**config.mk**
```make
export PLATFORM = sky130hd
export DESIGN_NAME = hdlc_tx_fifo
export DESIGN_NICKNAME = d
export VERILOG_FILES = /design/src/rtl/txq_pkg.sv /design/src/rtl/txq_datapath.sv /design/src/rtl/txq_ctrl.sv /design/src/rtl/hdlc_tx_fifo.sv
export SDC_FILE = /design/constraint.sdc
export NUM_CORES = 1
export LEC_CHECK = 0
export BUFFER_PORTS_ARGS = -buffer_cell sky130_fd_sc_hd__buf_2
export CORE_UTILIZATION = 60
export DETAILED_ROUTE_END_ITERATION = 10
export GPL_ROUTABILITY_DRIVEN = 0
export PLACE_DENSITY = 0.77
export SLEW_MARGIN = 20
export SYNTH_ARGS = -nofsm -noshare
export SYNTH_HDL_FRONTEND = slang
export SYNTH_SLANG_ARGS = --single-unit
export TNS_END_PERCENT = 30
```
**constraint.sdc**
```tcl
create_clock -name clk -period 5.3 [get_ports clk]
set_clock_uncertainty 0.05 [all_clocks]
set_input_delay 0.53 -clock clk [delete_from_list [all_inputs] [get_ports clk]]
set_output_delay 0.53 -clock clk [all_outputs]
set_load 0.005 [all_outputs]
```
**src/rtl/txq_pkg.sv**
```systemverilog
package txq_pkg;
  typedef struct packed {
    logic push;
    logic pop;
    logic tag;
  } txqStrobe_t;

  localparam logic [1:0] ST_FULL  = 2'b00;
  localparam logic [1:0] ST_HIGH  = 2'b01;
  localparam logic [1:0] ST_EMPTY = 2'b10;
  localparam logic [1:0] ST_LOW   = 2'b11;
endpackage

```
**src/rtl/txq_datapath.sv**
```systemverilog
module txq_datapath
  import txq_pkg::*;
#(
  parameter int DEPTH  = 32,
  parameter int DATA_W = 8,
  parameter int FILL_W = $clog2(DEPTH + 1)
) (
  input  logic              clk,
  input  logic              rstN,
  input  txqStrobe_t        stb,
  input  logic [DATA_W-1:0] wrData,
  output logic [DATA_W-1:0] rdData,
  output logic              rdEop,
  output logic [FILL_W-1:0] fill
);
  localparam int PTR_W = (DEPTH > 1) ? $clog2(DEPTH) : 1;
  localparam logic [PTR_W-1:0] LAST = PTR_W'(DEPTH - 1);

  logic [DATA_W:0]  mem [DEPTH];
  logic [PTR_W-1:0] wrPtr, rdPtr;

  function automatic logic [PTR_W-1:0] bump(input logic [PTR_W-1:0] p);
    return (p == LAST) ? '0 : p + PTR_W'(1);
  endfunction

  always_ff @(posedge clk) begin
    if (stb.push) mem[wrPtr] <= {stb.tag, wrData};
  end

  always_ff @(posedge clk or negedge rstN) begin
    if (!rstN) begin
      wrPtr <= '0;
      rdPtr <= '0;
      fill  <= '0;
    end else begin
      if (stb.push) wrPtr <= bump(wrPtr);
      if (stb.pop)  rdPtr <= bump(rdPtr);
      case ({stb.push, stb.pop})
        2'b10:   fill <= fill + FILL_W'(1);
        2'b01:   fill <= fill - FILL_W'(1);
        default: fill <= fill;
      endcase
    end
  end

  assign {rdEop, rdData} = mem[rdPtr];

  // control must never push into a full queue
  p_no_push_full_r8: assert property (@(posedge clk) disable iff (!rstN)
    !(stb.push && fill == FILL_W'(DEPTH)));
  // control must never pop an empty queue
  p_no_pop_empty_r2: assert property (@(posedge clk) disable iff (!rstN)
    !(stb.pop && fill == '0));
endmodule

```
**src/rtl/txq_ctrl.sv**
```systemverilog
module txq_ctrl
  import txq_pkg::*;
#(
  parameter int DEPTH  = 32,
  parameter int THRESH = 16,
  parameter int CNT_W  = 7,
  parameter int FILL_W = $clog2(DEPTH + 1)
) (
  input  logic              clk,
  input  logic              rstN,
  input  logic              wrEn,
  input  logic              rdEn,
  input  logic              lenWrEn,
  input  logic [CNT_W-1:0]  lenData,
  input  logic              cycleEn,
  input  logic [FILL_W-1:0] fill,
  output txqStrobe_t        stb,
  output logic [CNT_W-1:0]  cntPos,
  output logic [1:0]        txStat,
  output logic              overflow
);
  localparam logic [FILL_W-1:0] FULL_LVL = FILL_W'(DEPTH);
  localparam logic [FILL_W-1:0] THR_LVL  = FILL_W'(THRESH);
  localparam logic [CNT_W-1:0]  ONE      = CNT_W'(1);

  logic [CNT_W-1:0] lenReg;
  logic             isFull, isEmpty;

  assign isFull   = (fill == FULL_LVL);
  assign isEmpty  = (fill == '0);
  assign stb.push = wrEn && !isFull;
  assign stb.pop  = rdEn && !isEmpty;
  assign stb.tag  = stb.push && (cntPos == ONE);

  always_ff @(posedge clk or negedge rstN) begin
    if (!rstN) begin
      lenReg <= '0;
      cntPos <= '0;
    end else if (lenWrEn) begin
      lenReg <= lenData;
      cntPos <= lenData;
    end else if (stb.push) begin
      if (cntPos == ONE)    cntPos <= cycleEn ? lenReg : '0;
      else if (cntPos != '0) cntPos <= cntPos - ONE;
    end
  end

  always_ff @(posedge clk or negedge rstN) begin
    if (!rstN)                 txStat <= ST_EMPTY;
    else if (isFull)           txStat <= ST_FULL;
    else if (isEmpty)          txStat <= ST_EMPTY;
    else if (fill >= THR_LVL)  txStat <= ST_HIGH;
    else                       txStat <= ST_LOW;
  end

  always_ff @(posedge clk or negedge rstN) begin
    if (!rstN)                overflow <= 1'b0;
    else if (wrEn && isFull)  overflow <= 1'b1;
  end

  // plain accepted write steps the counter down
  p_cnt_step_r4: assert property (@(posedge clk) disable iff (!rstN)
    (stb.push && !lenWrEn && cntPos > ONE) |=> cntPos == $past(cntPos) - ONE);
  // reload after tagged write
  p_reload_r6: assert property (@(posedge clk) disable iff (!rstN)
    (stb.push && !lenWrEn && cntPos == ONE && cycleEn) |=> cntPos == $past(lenReg));
  // park at zero after tagged write
  p_park_r7: assert property (@(posedge clk) disable iff (!rstN)
    (stb.push && !lenWrEn && cntPos == ONE && !cycleEn) |=> cntPos == '0);
  // length write loads the counter
  p_len_load_r3: assert property (@(posedge clk) disable iff (!rstN)
    lenWrEn |=> cntPos == $past(lenData));
  // overflow is sticky
  p_ovf_sticky_r8: assert property (@(posedge clk) disable iff (!rstN)
    overflow |=> overflow);
  // status lags fill by one edge
  p_stat_full_r9: assert property (@(posedge clk) disable iff (!rstN)
    (fill == FULL_LVL) |=> txStat == ST_FULL);
  p_stat_empty_r9: assert property (@(posedge clk) disable iff (!rstN)
    (fill == '0) |=> txStat == ST_EMPTY);
endmodule

```
**src/rtl/hdlc_tx_fifo.sv**
```systemverilog
module hdlc_tx_fifo
  import txq_pkg::*;
#(
  parameter int DEPTH  = 32,
  parameter int THRESH = 16,
  parameter int DATA_W = 8,
  parameter int CNT_W  = 7
) (
  input  logic              clk,
  input  logic              rstN,
  input  logic              wrEn,
  input  logic [DATA_W-1:0] wrData,
  input  logic              rdEn,
  output logic [DATA_W-1:0] rdData,
  output logic              rdEop,
  input  logic              lenWrEn,
  input  logic [CNT_W-1:0]  lenData,
  input  logic              cycleEn,
  output logic [CNT_W-1:0]  cntPos,
  output logic [1:0]        txStat,
  output logic              overflow
);
  localparam int FILL_W = $clog2(DEPTH + 1);

  txqStrobe_t        stb;
  logic [FILL_W-1:0] fill;

  txq_ctrl #(.DEPTH(DEPTH), .THRESH(THRESH), .CNT_W(CNT_W), .FILL_W(FILL_W)) u_ctrl (
    .clk(clk), .rstN(rstN), .wrEn(wrEn), .rdEn(rdEn), .lenWrEn(lenWrEn),
    .lenData(lenData), .cycleEn(cycleEn), .fill(fill), .stb(stb),
    .cntPos(cntPos), .txStat(txStat), .overflow(overflow)
  );

  txq_datapath #(.DEPTH(DEPTH), .DATA_W(DATA_W), .FILL_W(FILL_W)) u_dp (
    .clk(clk), .rstN(rstN), .stb(stb), .wrData(wrData),
    .rdData(rdData), .rdEop(rdEop), .fill(fill)
  );
endmodule

```
==> results of run 1 <==
[placed cells by master (no fill, tap or decap), types with 3 or more instances in the layout]
| master | netlist | layout |
|---|---|---|
| edfxtp_1 | 288 | 288 |
| mux4_2 | 72 | 72 |
| nor2_1 | 44 | 43 |
| buf_2 | 9 | 39 |
| o22ai_1 | 36 | 36 |
| clkbuf_16 | 0 | 30 |
| dfrtp_1 | 32 | 30 |
| nand2_1 | 26 | 26 |
| inv_1 | 13 | 13 |
| nor4_1 | 13 | 13 |
| ha_1 | 12 | 12 |
| o21ai_0 | 10 | 10 |
| nand3b_1 | 8 | 8 |
| nand3_1 | 8 | 8 |
| clkbuf_1 | 19 | 8 |
| nor3_1 | 8 | 7 |
| xor2_1 | 7 | 7 |
| a21oi_1 | 7 | 7 |
| clkbuf_8 | 0 | 7 |
| or3b_2 | 5 | 5 |
| or3_1 | 5 | 5 |
| mux2_2 | 4 | 4 |
| a21o_1 | 4 | 4 |
| o31ai_1 | 4 | 4 |
| nor2b_1 | 3 | 3 |
| and2_1 | 3 | 3 |
| nand2b_1 | 3 | 3 |
| a31oi_1 | 3 | 3 |
| nand4_1 | 3 | 3 |
| o311ai_0 | 3 | 3 |
| clkinv_2 | 0 | 3 |
| clkinv_1 | 0 | 3 |
| buf_4 | 2 | 3 |
[routing by layer]
metal,vias up,GRT usage
li1,2916,-
met1,3457,0.344
met2,371,0.435
met3,49,0.0414
met4,0,0.0665
met5,-,0
[how the worst max path moves through the flow]
| stage | slack (ns) | cells after the start | to | startpoint |
|---|---|---|---|---|
| floorplan | 2.29 | 12 | u_dp.fill[4] | u_dp.fill[2] |
| global placement | 1.87 | 5 | rdData[1] | u_dp.rdPtr[0] |
| detailed placement | 1.82 | 5 | rdData[1] | u_dp.rdPtr[0] |
| CTS | 1.23 | 5 | rdData[2] | u_dp.rdPtr[0] |
| global route | 0.94 | 5 | rdData[2] | u_dp.rdPtr[0] |
| finish | 1.29 | 5 | rdData[2] | u_dp.rdPtr[0] |
[layout make-up]
type / count / area share
clock buffers: 45 / 0.0613
repair buffers: 42 / 0.0152
well taps: 275 / 0.0240
flip-flops and latches: 321 / 0.662
inverters: 14 / 0.00367
clock inverters: 11 / 0.00839
multi-input cells: 320 / 0.225
diodes: 1 / 0.000175
[sequential cells by signal, indices dropped and copies added, names as in the netlist]
register	cells
u_dp.mem	288
u_dp.wrPtr	5
u_ctrl.overflow	1
u_ctrl.txStat	2
u_dp.rdPtr	5
u_ctrl.lenReg	7
u_dp.fill	6
u_ctrl.cntPos	7
[per-stage QoR]
| step | instance area (um^2) | hold slack [ns] |
|---|---|---|
| after floorplan | 12900 | 0.184 |
| after global placement | 13300 | 0.402 |
| after detailed placement | 13300 | 0.408 |
| after CTS | 14300 | 0.0101 |
| after global routing | 14300 | 0.0341 |
| final | 14300 | -0.00241 |
[report_power, final]
group	total (W)	switching (W)	internal [W]
Sequential	0.00327	0.000308	0.00296
Combinational	0.00148	0.000776	0.000704
Clock	0.00214	0.000898	0.00124
[kinds of logic after synthesis]
family                     count (synthesis)  synth area share
buffers and inverters                     52            0.0177
adders and majority gates                 12            0.0116
muxes                                     76             0.129
and+or+nand+nor                          138            0.0555
DFF                                      321             0.734
AOI/OAI and AO/OA                         86            0.0471
xor gates and xnor gates                   8           0.00542
[critical path: stages, from the launching register on]
cell and delay (ns):
dfrtp_4 1.07, buf_4 0.57, mux4_2 0.33, o22ai_1 0.08
nor4_1 0.54, buf_2 0.22
==> impl_metrics.toml, run 1 <==
[worst_setup_path]
cp.arrival_ns = 3.43
endpoint_kind = "primary output"
rr_endpoint = "u_dp.fill[4]"
crit_type = "reg -> out"
worstPathRequired_ns = 4.72
worst_setup_path_start_kind = "register"
reg2reg_setup_slack_ns = 1.83
reg2reg_from = "u_dp.fill[2]"
cp_max_fo = 52
reg2regPathDepth = 10

[flow_run]
drv_cap = 0

[yosys]
synthArstFlopShare = 0.103
seq_area_frac_synth = 0.734
yosysWarningCount = 0
synth.most_common_cell = "edfxtp_1"
syn_area_um2 = 12900
ys_top_cells_by_area = "edfxtp_1 67%, mux4_2 13%, dfrtp_1 6.2%, o22ai_1 1.7%, nor2_1 1.3%"
synthDistinctLibCells = 59
synth_common_cells = "288 x edfxtp_1, 72 x mux4_2, 44 x nor2_1, 36 x o22ai_1, 32 x dfrtp_1"
postSynthRegisterBits = 321
ys.flop_type = "edfxtp_1"
synth_area_leader_cell = "edfxtp_1"
yosysTopAreaCellShare = 0.670
synth-edff-count = 288
synth.avg_cell_area_um2 = 18.6
synth_nets = 726
netlist_instances = 693

[route]
wl_met1_um = 10400
via_per_inst = 6.60
drt-wirelength-per-cell_um = 25.9
routed.top_layer = "met4"
drc = 0
dr_wl_met2_um = 13500
dr.pass1.iters = 8
drtIter0Drc = 629
wl_um = 26600
num_vias = 6793
met3_length_um = 2100
antenna_left = 0

[pwr]
power.leakage_nw = 4.66
max-vdd-ir-drop_v = 0.000289
cellPowerDensity_nw_per_um2 = 481
p_total_w = 0.00688

[cts]
hold_buffers = 0
clockRootBuffer = "clkbuf_16"
cts_resized = 0
cts.sinks = 321
post-cts-setup-buffer-count = 0
cts_tree = "built"
htree_levels = 1
cts.reportedPaths.clkPinSlew_ns = 0.06
clock_path_buffers = 3
numCtsBuffers = 30
worstSkewPairLatency_ns = 0.56

[layout]
syn_to_final_growth_pct = 10.8
final-instance-count-excl-fill = 1029
layout-drive-gt1-share = 0.243
nNetsFinal = 762
regArea_um2 = 9480
nFillCells = 1301
multi_input_area_um2 = 3220
utilization = 0.679

[floorplanning]
core_um2 = 21100
placementRows = 53
start_util = 0.612
die_x_um = 149
die_h_um = 149
dieArea_um2 = 22100
io_pins = 40

[placed_design]
portBuffers = 39
dp_slack_ns = 1.82
place_inst = 972
hpwl_um = 16300

[sta]
finalSetupViolCount = 0
rsz0062_at_grt = "false"
worstMarginPinSlew_ns = 1.11
drv_slew = 0
fmax_mhz = 249
maxSlewHeadroom = 0.255
fin_ws_ns = 1.29
period_share = 0.756
tns_ns = 0
holdWs_ns = -0.00241
period_minus_slack_ns = 4.01
finalHoldViolCount = 1

[global_route]
grt_max_degree = 53
grt_pass1_wl_um = 41200
grt.total_usage = 0.255
antenna_found_initial = 1
grt_pass1_vias = 7048
overflow = 0

[outcome]
status = "complete, but fails checks"
violations = "hold timing"

[hold_path]
hp-class = "in -> async"
Power figures use the tool's default switching activity.
==> inputs of run 2 (changes only) <==
--- a/config.mk
+++ b/config.mk
@@ -6,10 +6,10 @@
 export NUM_CORES = 1
 export LEC_CHECK = 0
 export BUFFER_PORTS_ARGS = -buffer_cell sky130_fd_sc_hd__buf_2
-export CORE_UTILIZATION = 60
+export CORE_UTILIZATION = 56
 export DETAILED_ROUTE_END_ITERATION = 10
 export GPL_ROUTABILITY_DRIVEN = 0
-export PLACE_DENSITY = 0.77
+export PLACE_DENSITY = 0.76
 export SLEW_MARGIN = 20
 export SYNTH_ARGS = -nofsm -noshare
 export SYNTH_HDL_FRONTEND = slang
==> constraint.sdc (replaced) <==
create_clock -name clk -period 3.4 [get_ports clk]
set_clock_uncertainty 0.05 [all_clocks]
set_input_delay 0.34 -clock clk [delete_from_list [all_inputs] [get_ports clk]]
set_output_delay 0.34 -clock clk [all_outputs]
set_load 0.005 [all_outputs]
==> run 2 against run 1 <==
Net effect:
- wire length increased by 0.22%
- the run now ends clean
- die area increased by 7.0%
- worst setup slack got worse by 1.1 ns
- via count increased by 1.5%
==> impl_metrics.toml, run 2 (synthesis gave the netlist of run 1 again) <==
[outcome]
status = "completed"

[worst_setup_path]
endpoint_kind = "primary output"
cp_max_fo = 40
crit_type = "reg -> out"
cp.arrival_ns = 2.82
cp_slowest_cell = "dfrtp_2"
crit_chain = "buf_12 -> mux4_2 -> o22ai_1 -> nor4_1 -> buf_2"
slowest_delay_ns = 0.85
worstPathRequired_ns = 3.01
crit_buf_inv = 2
worst_setup_path_start_kind = "register"
crit_cells = 5
reg2regPathDepth = 8
path_delay_family = "flip-flops"

[route]
wl_um = 26700
antenna_left = 0
via_per_inst = 6.52
num_vias = 6896
drt-wirelength-per-cell_um = 25.2
dr_wl_met2_um = 13200
met3_length_um = 1900
drtIter0Drc = 710
dr.pass1.iters = 5
wl_met1_um = 10800
drc = 0
routed.top_layer = "met4"

[layout]
regMostFlops = "u_dp.mem"
final_common_cell = "edfxtp_1"
regArea_um2 = 9480
largest_reg_flops = 288
syn_to_final_growth_pct = 12.3
utilization = 0.641
nFillCells = 1490
final-instance-count-excl-fill = 1058
insertedDiodeCount = 0
final_cell_mix = "288 x edfxtp_1, 72 x mux4_2, 44 x nor2_1"
nNetsFinal = 782
layout-drive-gt1-share = 0.245
top_regs = "u_dp.mem: 288 flops, u_ctrl.cntPos: 7 flops, u_ctrl.lenReg: 7 flops"
multi_input_area_um2 = 3220

[flow_run]
drv_cap = 0

[placed_design]
portBuffers = 39
hpwl_um = 16100
place_inst = 992
dp_slack_ns = 0.390

[floorplanning]
core_um2 = 22600
placementRows = 55
start_util = 0.570
die_x_um = 154
io_pins = 40
die_h_um = 154
dieArea_um2 = 23700

[cts]
cts.sinks = 321
cts_tree = "built"
clockRootBuffer = "clkbuf_16"
cts.reportedPaths.clkPinSlew_ns = 0.06
numCtsBuffers = 31
htree_levels = 1
worstSkewPairLatency_ns = 0.56
clock_path_buffers = 3

[sta]
drv_slew = 0
maxSlewHeadroom = 0.397
finalSetupViolCount = 0
tns_ns = 0
fmax_mhz = 312
period_share = 0.944
fin_ws_ns = 0.192
period_minus_slack_ns = 3.21
finalHoldViolCount = 0
rsz0062_at_grt = "false"
worstMarginPinSlew_ns = 0.901
holdWs_ns = 0.0732

[global_route]
grt.total_usage = 0.230
grt_pass1_wl_um = 40700
antenna_found_initial = 0
grt_pass1_vias = 6983
grt_max_degree = 41
overflow = 0

[hold_path]
holdPathStages = 3
hp-class = "in -> reg"

[pwr]
cellPowerDensity_nw_per_um2 = 742
power.leakage_nw = 4.75
max-vdd-ir-drop_v = 0.000524
-- run 2: layout make-up --
type                            instances  share of cell area
Sequential cell                       321               0.653
Multi-Input combinational cell        320               0.222
Clock buffer                           40              0.0558
Timing Repair Buffer                   61              0.0302
Tap cell                              285              0.0246
Clock inverter                         17              0.0107
Inverter                               14             0.00362
-- run 2: worst min-delay path, stage by stage --
cell,delay [ns]
buf_2,0.07
and2_1,0.15
a21o_1,0.09
-- run 2: timing repair --
action | in CTS | in global routing
endpoints found under the setup margin | 0 | 1
hold buffers | 8 | 0
setup buffers | 0 | 1
hold endpoints to repair | 43 | 0
resized for setup | 0 | 0
-- run 2: metrics by stage --
step / instance area (um^2) / total power, W
after CTS: 14500 / 0.0108
after detailed placement: 13400 / 0.00752
final: 14500 / 0.0108
after floorplan: 12900 / 0.00666
after global routing: 14500 / 0.0112
after global placement: 13400 / 0.00739
-- run 2: per-layer routing --
metal | global-route usage | vias up
met1 | 0.322 | 3557
met2 | 0.378 | 324
met5 | 0 | -
met3 | 0.0341 | 65
met4 | 0.0752 | 0
li1 | - | 2950
-- run 2: worst paths after layout --
kind,startpoint,slack (ns),end
setup / recovery,u_dp.rdPtr[2],0.19,rdData[3]
min in group asynchronous,rstN,0.35,u_ctrl.lenReg[3]
max in group asynchronous,rstN,2.41,u_dp.rdPtr[0]
hold reg to reg,u_ctrl.lenReg[6],0.43,u_ctrl.lenReg[6]
setup reg to reg,u_dp.fill[2],0.34,u_dp.fill[5]
hold / removal,lenData[5],0.07,u_ctrl.lenReg[5]
-- run 2: report_power, final --
part           total, W  internal (W)  switching [W]  leakage (nW)
clock network   0.00326       0.00184        0.00142         0.466
registers       0.00503       0.00461       0.000415          2.97
logic           0.00248       0.00118        0.00130          1.31
total            0.0108       0.00763        0.00313          4.75
==> inputs of run 3 (changes only) <==
==> constraint.sdc (replaced) <==
create_clock -name clk -period 3.4 [get_ports clk]
set_clock_uncertainty 0.05 [all_clocks]
set_input_delay 0.34 -clock clk [delete_from_list [all_inputs] [get_ports clk]]
set_output_delay 0.34 -clock clk [all_outputs]
set_load 0.02 [all_outputs]
==> run 3 against run 2 <==
Net effect:
- largest power group unchanged
- critical path type unchanged
- worst setup slack got worse by 0.076 ns
- wire length up 1.4%
- critical path depth unchanged
- flip-flop and latch count stayed put
==> impl_metrics.toml, run 3 (synthesis gave the netlist of run 1 again) <==
[outcome]
status = "completed"

[route]
wl_um = 27000
met3_length_um = 2130
antenna_left = 0
dr_wl_met2_um = 13400
dr.pass1.iters = 5
num_vias = 6809
drtIter0Drc = 620
drc = 0
routed.top_layer = "met4"
via_per_inst = 6.44
wl_met1_um = 10600
drt-wirelength-per-cell_um = 25.6

[floorplanning]
die_h_um = 154
core_um2 = 22600
io_pins = 40
start_util = 0.570
die_x_um = 154
dieArea_um2 = 23700
placementRows = 55

[worst_setup_path]
reg2reg_setup_slack_ns = 0.31
crit_start = "u_dp.rdPtr[0]"
endpoint_kind = "primary output"
reg2reg_from = "u_dp.fill[2]"
cp_max_fo = 30
worst_setup_path_start_kind = "register"
cp.arrival_ns = 2.89
worstPathRequired_ns = 3.01
crit_chain = "buf_12 -> mux4_2 -> o22ai_1 -> nor4_1 -> buf_2"
cp_slowest_cell = "dfrtp_4"
crit_type = "reg -> out"
slowest_delay_ns = 0.79

[layout]
regMostFlops = "u_dp.mem"
syn_to_final_growth_pct = 12.5
utilization = 0.642
largest_reg_flops = 288
insertedDiodeCount = 0
multi_input_area_um2 = 3220
layout-drive-gt1-share = 0.254
top_regs = "u_dp.mem: 288 flops, u_ctrl.cntPos: 7 flops, u_ctrl.lenReg: 7 flops"
nNetsFinal = 782
final-instance-count-excl-fill = 1058
regArea_um2 = 9480
final_cell_mix = "288 x edfxtp_1, 72 x mux4_2, 44 x nor2_1"
nFillCells = 1455
final_common_cell = "edfxtp_1"

[placed_design]
dp_slack_ns = 0.336
portBuffers = 39
hpwl_um = 16400
place_inst = 994

[hold_path]
hp-class = "in -> reg"
hp-start = "wrEn"

[sta]
maxSlewHeadroom = 0.366
worstMarginPinSlew_ns = 0.947
fin_ws_ns = 0.115
tns_ns = 0
drv_slew = 0
fmax_mhz = 304
finalSetupViolCount = 0
period_share = 0.966
period_minus_slack_ns = 3.28
rsz0062_at_grt = "false"
finalHoldViolCount = 0

[pwr]
p_seq_frac = 0.453
cellPowerDensity_nw_per_um2 = 766
power.leakage_nw = 4.77
max-vdd-ir-drop_v = 0.000515
power_switching_w = 0.00331
swShare = 0.297
intPower_w = 0.00782
power.share.combinational = 0.236
p_clk_frac = 0.311

[cts]
worstSkewPairLatency_ns = 0.55
clockRootBuffer = "clkbuf_16"
post-cts-setup-buffer-count = 0
clock_path_buffers = 3
numCtsBuffers = 31
cts.sinks = 321
htree_levels = 1
cts.reportedPaths.clkPinSlew_ns = 0.06
cts_tree = "built"

[flow_run]
drv_cap = 0

[global_route]
grt_max_degree = 34
grt.total_usage = 0.237
antenna_found_initial = 0
grt_pass1_vias = 7157
grt_pass1_wl_um = 41500
overflow = 0
[run 3: layout make-up]
class | instances | share of cell area
Clock inverter | 19 | 0.0153
Tap cell | 285 | 0.0245
Inverter | 14 | 0.00362
Timing Repair Buffer | 61 | 0.0277
Sequential cell | 321 | 0.652
Clock buffer | 38 | 0.0552
Multi-Input combinational cell | 320 | 0.221
[run 3: worst paths after layout]
check	end	depth (start not counted)
worst max-delay path	rdData[1]	5
worst min-delay path	u_ctrl.overflow	2
worst max register to register	u_dp.fill[5]	8
worst min register to register	u_ctrl.overflow	1
max in group asynchronous	u_dp.rdPtr[2]	2
min in group asynchronous	u_dp.wrPtr[4]	2
[run 3: repair_timing]
item	CTS	global route
hold buffers	7	0
resized for setup	0	1
endpoints found under the hold margin	41	0
endpoints found under the setup margin	0	3
[run 3: stage by stage]
step	cell area (um^2)	total power, W	hold slack, ns
global route	14500	0.0115	0.0214
global placement	13400	0.00758	0.379
detailed placement	13400	0.00770	0.395
floorplan	12900	0.00684	-0.00559
finish	14500	0.0111	0.0198
CTS	14500	0.0112	0.00295
[run 3: metal layers]
metal | vias to the layer above | global-route usage
met4 | 0 | 0.0919
met1 | 3474 | 0.315
met5 | - | 0
met3 | 67 | 0.0428
met2 | 313 | 0.394
li1 | 2955 | -
[run 3: power groups by stage]
stage,logic (W),registers (W),clock network [W]
after floorplan,0.00202,0.00482,0
after global placement,0.00251,0.00507,0
after detailed placement,0.00259,0.00511,0
after CTS,0.00263,0.00504,0.00351
after global routing,0.00280,0.00509,0.00366
final,0.00262,0.00505,0.00346
[run 3: critical path: cells and delay by family (launching register included)]
| kind | cells | cell delay, ns |
|---|---|---|
| flip-flops | 1 | 0.79 |
| multiplexers | 1 | 0.53 |
| buffers and inverters | 2 | 0.48 |
| AO/OA/AOI/OAI | 1 | 0.39 |
| AND/OR/NAND/NOR | 1 | 0.14 |
